==> src/rtl/addr_ctr_pkg.sv <==
package addr_ctr_pkg;
  localparam int unsigned N_STROBE  = 5;
  localparam int unsigned IDX_SCLK  = 0;
  localparam int unsigned IDX_LATCH = 1;
  localparam int unsigned IDX_LOAD  = 2;
  localparam int unsigned IDX_UP    = 3;
  localparam int unsigned IDX_DN    = 4;
  // 1 marks an active-low strobe (idles high, acts on falling edge)
  localparam logic [N_STROBE-1:0] STROBE_ACT_LOW = 5'b11100;

  typedef enum logic [1:0] {
    OP_HOLD = 2'd0,
    OP_LOAD = 2'd1,
    OP_INC  = 2'd2,
    OP_DEC  = 2'd3
  } ctr_op_e;

  // load beats any step; opposing steps cancel
  function automatic ctr_op_e decode_op(logic load, logic up, logic dn);
    if (load)           return OP_LOAD;
    else if (up && !dn) return OP_INC;
    else if (dn && !up) return OP_DEC;
    else                return OP_HOLD;
  endfunction
endpackage

==> src/rtl/strobe_sync.sv <==
module strobe_sync #(
  parameter int unsigned            N       = 5,
  parameter int unsigned            STAGES  = 2,
  parameter logic [N-1:0]           ACT_LOW = '0
) (
  input  logic         clk_i,
  input  logic         rst_ni,
  input  logic [N-1:0] raw_i,
  output logic [N-1:0] pulse_o
);
  localparam int unsigned DEPTH = STAGES + 1;

  logic [N-1:0] stg_q [DEPTH];

  always_ff @(posedge clk_i or negedge rst_ni) begin
    if (!rst_ni) begin
      for (int i = 0; i < DEPTH; i++) stg_q[i] <= ACT_LOW;
    end else begin
      stg_q[0] <= raw_i;
      for (int i = 1; i < DEPTH; i++) stg_q[i] <= stg_q[i-1];
    end
  end

  for (genvar b = 0; b < N; b++) begin : g_edge
    if (ACT_LOW[b]) begin : g_fall
      assign pulse_o[b] = ~stg_q[STAGES-1][b] & stg_q[STAGES][b];
    end else begin : g_rise
      assign pulse_o[b] = stg_q[STAGES-1][b] & ~stg_q[STAGES][b];
    end
  end
endmodule

==> src/rtl/ser_shift_hold.sv <==
module ser_shift_hold #(
  parameter int unsigned ADDR_W = 24,
  parameter int unsigned STAGES = 2
) (
  input  logic              clk_i,
  input  logic              rst_ni,
  input  logic              sdata_i,
  input  logic              shift_p_i,
  input  logic              latch_p_i,
  output logic [ADDR_W-1:0] shift_o,
  output logic [ADDR_W-1:0] hold_o
);
  // data takes the same number of stages as the shift strobe so they align
  logic [STAGES-1:0] dsync_q;
  logic [ADDR_W-1:0] shift_q, hold_q;

  always_ff @(posedge clk_i or negedge rst_ni) begin
    if (!rst_ni) dsync_q <= '0;
    else         dsync_q <= {dsync_q[STAGES-2:0], sdata_i};
  end

  always_ff @(posedge clk_i or negedge rst_ni) begin
    if (!rst_ni)        shift_q <= '0;
    else if (shift_p_i) shift_q <= {shift_q[ADDR_W-2:0], dsync_q[STAGES-1]};
  end

  always_ff @(posedge clk_i or negedge rst_ni) begin
    if (!rst_ni)        hold_q <= '0;
    else if (latch_p_i) hold_q <= shift_q;
  end

  assign shift_o = shift_q;
  assign hold_o  = hold_q;
endmodule

==> src/rtl/addr_updown.sv <==
module addr_updown
  import addr_ctr_pkg::*;
#(
  parameter int unsigned ADDR_W = 24
) (
  input  logic              clk_i,
  input  logic              rst_ni,
  input  logic              load_p_i,
  input  logic              up_p_i,
  input  logic              dn_p_i,
  input  logic [ADDR_W-1:0] hold_i,
  output logic [ADDR_W-1:0] cnt_o
);
  localparam logic [ADDR_W-1:0] ONE = ADDR_W'(1);

  ctr_op_e           op;
  logic [ADDR_W-1:0] cnt_q, cnt_d;

  always_comb begin
    op = decode_op(load_p_i, up_p_i, dn_p_i);
    unique case (op)
      OP_LOAD: cnt_d = hold_i;
      OP_INC:  cnt_d = cnt_q + ONE;  // wraps naturally
      OP_DEC:  cnt_d = cnt_q - ONE;
      default: cnt_d = cnt_q;
    endcase
  end

  always_ff @(posedge clk_i or negedge rst_ni) begin
    if (!rst_ni) cnt_q <= '0;
    else         cnt_q <= cnt_d;
  end

  assign cnt_o = cnt_q;
endmodule

==> src/rtl/ser_addr_ctr.sv <==
module ser_addr_ctr
  import addr_ctr_pkg::*;
#(
  parameter int unsigned ADDR_W = 24,
  parameter int unsigned STAGES = 2
) (
  input  logic              clk_i,
  input  logic              rst_ni,
  input  logic              sdata_i,
  input  logic              sclk_i,
  input  logic              latch_i,
  input  logic              load_ni,
  input  logic              up_ni,
  input  logic              down_ni,
  output logic [ADDR_W-1:0] addr_o
);
  logic [N_STROBE-1:0] raw, pulse;
  logic                shift_p, latch_p, load_p, up_p, dn_p;
  logic [ADDR_W-1:0]   shift_q, hold_q;

  always_comb begin
    raw            = '0;
    raw[IDX_SCLK]  = sclk_i;
    raw[IDX_LATCH] = latch_i;
    raw[IDX_LOAD]  = load_ni;
    raw[IDX_UP]    = up_ni;
    raw[IDX_DN]    = down_ni;
  end

  strobe_sync #(
    .N      (N_STROBE),
    .STAGES (STAGES),
    .ACT_LOW(STROBE_ACT_LOW)
  ) sync_i (
    .clk_i  (clk_i),
    .rst_ni (rst_ni),
    .raw_i  (raw),
    .pulse_o(pulse)
  );

  assign shift_p = pulse[IDX_SCLK];
  assign latch_p = pulse[IDX_LATCH];
  assign load_p  = pulse[IDX_LOAD];
  assign up_p    = pulse[IDX_UP];
  assign dn_p    = pulse[IDX_DN];

  ser_shift_hold #(
    .ADDR_W(ADDR_W),
    .STAGES(STAGES)
  ) sh_i (
    .clk_i    (clk_i),
    .rst_ni   (rst_ni),
    .sdata_i  (sdata_i),
    .shift_p_i(shift_p),
    .latch_p_i(latch_p),
    .shift_o  (shift_q),
    .hold_o   (hold_q)
  );

  addr_updown #(
    .ADDR_W(ADDR_W)
  ) ctr_i (
    .clk_i   (clk_i),
    .rst_ni  (rst_ni),
    .load_p_i(load_p),
    .up_p_i  (up_p),
    .dn_p_i  (dn_p),
    .hold_i  (hold_q),
    .cnt_o   (addr_o)
  );
endmodule

==> config.mk <==
export PLATFORM = sky130hd
export DESIGN_NAME = ser_addr_ctr
export DESIGN_NICKNAME = d
export VERILOG_FILES = /design/src/rtl/addr_ctr_pkg.sv /design/src/rtl/strobe_sync.sv /design/src/rtl/ser_shift_hold.sv /design/src/rtl/addr_updown.sv /design/src/rtl/ser_addr_ctr.sv
export SDC_FILE = /design/constraint.sdc
export NUM_CORES = 1
export LEC_CHECK = 0
export ABC_AREA = 1
export CORE_MARGIN = 2
export CORE_UTILIZATION = 40
export DETAILED_ROUTE_END_ITERATION = 16
export GPL_TIMING_DRIVEN = 0
export PLACE_DENSITY = 0.61
export SLEW_MARGIN = 15
export SYNTH_ARGS = -nofsm -noshare
export SYNTH_HDL_FRONTEND = slang
export SYNTH_HIERARCHICAL = 1
export SYNTH_SLANG_ARGS = --single-unit
==> constraint.sdc <==
create_clock -name clk_i -period 3.6 [get_ports clk_i]
set_input_delay 0.54 -clock clk_i [delete_from_list [all_inputs] [get_ports clk_i]]
set_output_delay 0.54 -clock clk_i [all_outputs]
set_load 0.01 [all_outputs]
==> flow_summary_export.csv <==
group,metric,value,unit
cts,post_cts_resized,0,
floorplanning,fp.coreArea,0.01314,mm²
power,vdd_ir_drop_max,0.2867,mV
synth,synth_async_sr_flop_share,1.000,
routing,post_drt_via_cell_ratio,5.009,
cts,clk_pin_slew,0.07,ns
routing,drcViolationCount,0,
finish,final_core_util,0.4727,
critical_path,crit_path_start_kind,"register",
flow_run,cap_violations,0,
cts,holdBufCountCts,0,
place,portBuffers,31,
routing,dr.pass1.iters,5,
floorplanning,die_w,119.7,µm
routing,wl_met2,7.233,mm
place,place_ws,0.5329,ns
cts,postCtsSetupBuffers,0,
sta,hold_viol,0,
routing,drt-total-wl,15.30,mm
place,place_hpwl,11.70,mm
synth,yosysTopAreaCellShare,0.3741,
routing,top_layer_used,"met4",
status,outcome,"complete, no violations",
cts,clock_latency,0.35,ns
power,leakage,3.189,nW
sta,relSlewSlack,0.5080,
power,p_per_area,510.9,mW/mm²
synth,ys.flop_type,"dfrtp_1",
critical_path,path_max_fanout,10,
critical_path,cp.arrival,3.33,ns
finish,drive_above_1_share,0.1288,
cts,numCtsBuffers,9,
critical_path,required,3.84,ns
sta,post-route-min-period,3.084,ns
cts,h-tree-depth,3,
finish,area_growth,16.04,%
cts,root_buffer,"clkbuf_16",
synth,ys_types,32,
synth,synth_seq_cells,89,
power,power,3.173,mW
cts,cts.sink_count,89,
routing,wl_per_cell,15.67,µm
finish,nets,805,
synth,yosys_warnings,6,
sta,max_freq,324.2,MHz
sta,rsz0062_at_grt,"false",
floorplanning,start_util,0.4073,
sta,finalSetupViolCount,0,
finish,diodes,0,
global_routing,grt_first_pass_wirelength,25.05,mm
sta,period_share,0.8567,
min_path,hold_path_class,"in -> async",
cts,clockBufferDepth,2,
floorplanning,die_h,119.7,µm
global_routing,antenna_found_initial,0,
routing,met3_length,646,µm
synth,syn_avg_cell_area,7.116,µm²
sta,whs,0.1447,ns
sta,final_max_slew_viol_count,0,
routing,wl_met1,7.102,mm
routing,drtAntennaViolNets,0,
synth,synth_edf_count,0,
global_routing,grt_max_degree,58,
routing,first_iter_violations,352,
place,globalplace.congestion,0.9162,
synth,synth_nets,762,
sta,skew,0.005666,ns
sta,worst_slew_pin_slew,0.7380,ns
global_routing,grt_pass1_vias,4862,
sta,setup_slack,0.5160,ns
synth,ys_seq_area_frac,0.4183,
synth,ys_top_cells_by_area,"dfrtp_1 37%, nand2_1 22%, nand3_1 6.2%",
floorplanning,ios,32,
synth,synth_area_leader_cell,"dfrtp_1",
cts,cts_tree,"built",
global_routing,gr-total-overflow,0,
floorplanning,dieArea,0.01432,mm²
synth,syn-cell-area,0.005351,mm²
critical_path,endpoint_kind,"register",
global_routing,track_usage,0.2264,
floorplanning,rows,42,
synth,synth_most_common_cell,"nand2_1",
synth,ys_top_cells_by_count,"310 x nand2_1, 80 x dfrtp_1, 66 x nand3_1",
synth,synthCells,752,
routing,num_vias,4889,
critical_path,path_class,"reg -> reg",
finish,n_fill_cell,1348,
-- area by class of cell --
type	instances	area, µm²	share of cell area
Buffer	31	256.5	0.04131
Clock buffer	9	225.2	0.03627
Clock inverter	7	77.57	0.01249
Inverter	69	274.0	0.04413
Multi-Input combinational cell	563	2582	0.4159
Sequential cell	89	2238	0.3605
Tap cell	176	220.2	0.03546
Timing Repair Buffer	32	335.3	0.05400
-- report_power, final --
group          switching (mW)  leakage, nW  total (mW)  internal, mW
clock                   0.424        0.152       0.970         0.546
combinational           0.580         1.88       0.919         0.338
sequential              0.140         1.15        1.28          1.14
-- cells by family (layout without fill, tap and decap cells) --
kind of cell,after synthesis,after routing,synth area share
xor+xnor,7,7,0.01146
buf+inv,100,148,0.09913
simple gates,492,492,0.3881
compound gates,62,62,0.07833
fa+ha+maj,2,2,0.004675
flops,89,89,0.4183
-- state kept, by name, summed over array words and instances (netlist names) --
signal,count
ctr_i/cnt_o,24
sh_i/dsync_q,2
sh_i/hold_o,24
sh_i/shift_o,24
sync_i/stg_q,15
-- metal layers --
layer,track usage,up-vias
met2,0.3721,108
met1,0.3048,2288
li1,-,2474
met5,0,-
met3,0.02662,19
met4,0.09191,0
-- placed cells by master (no fill, tap or decap), types with 7 or more instances in the layout --
cell             Yosys  final
nor2_2              11     11
nor2_1              65     65
nand2_1            310    310
a21oi_1              9      9
dfrtp_1             80     80
o22ai_1              8      8
nand4_1              7      7
clkdlybuf4s50_1      0     30
clkbuf_16            0      9
nand3_1             66     66
xor2_1               7      7
o21ai_0             17     17
buf_2                9      9
inv_1               65     65
buf_6               13     13
a41oi_1             17     17
dfstp_2              9      9
nand2_2             29     29
-- path summary, 6_finish.rpt --
kind                                       from              end  slack [ns]  cells past startpoint
worst max-delay path            sync_i/stg_q[3]  ctr_i/cnt_o[16]        0.52                     21
worst min-delay path                     rst_ni  sh_i/shift_o[4]        0.14                      1
worst max register to register  sync_i/stg_q[3]  ctr_i/cnt_o[16]        0.52                     21
worst min register to register  sh_i/dsync_q[0]  sh_i/dsync_q[1]        0.36                      0
max in group asynchronous                rst_ni  ctr_i/cnt_o[20]        2.83                      2
min in group clk_i              sh_i/dsync_q[0]  sh_i/dsync_q[1]        0.36                      0
-- critical path, stage by stage, from the launching register on --
cell and delay (ns):
dfstp_2 0.51, inv_1 0.04, nor2_2 0.07, inv_1 0.05, ha_1 0.32, nor2_4 0.31
nand3_1 0.18, nand2_1 0.13, inv_1 0.05, ha_1 0.17, inv_1 0.05, nand2_1 0.16
nand2_1 0.12, nand3_1 0.18, nand2_1 0.11, nand2_1 0.09, nand2_1 0.11, nand2_1 0.06
nand2_1 0.05, nand3_1 0.09, nand2_1 0.09, nand2_1 0.05
-- per-stage QoR --
stage	cells	instance area (µm²)	setup TNS, ns
6_report	976	6210	0
5_1_grt	976	6210	0
4_1_cts	976	6210	0
3_5_place_dp	960	5907	0
3_3_place_gp	959	5882	-100.63
2_1_floorplan	752	5351	0
No activity file was read; power rests on OpenSTA's default activity.
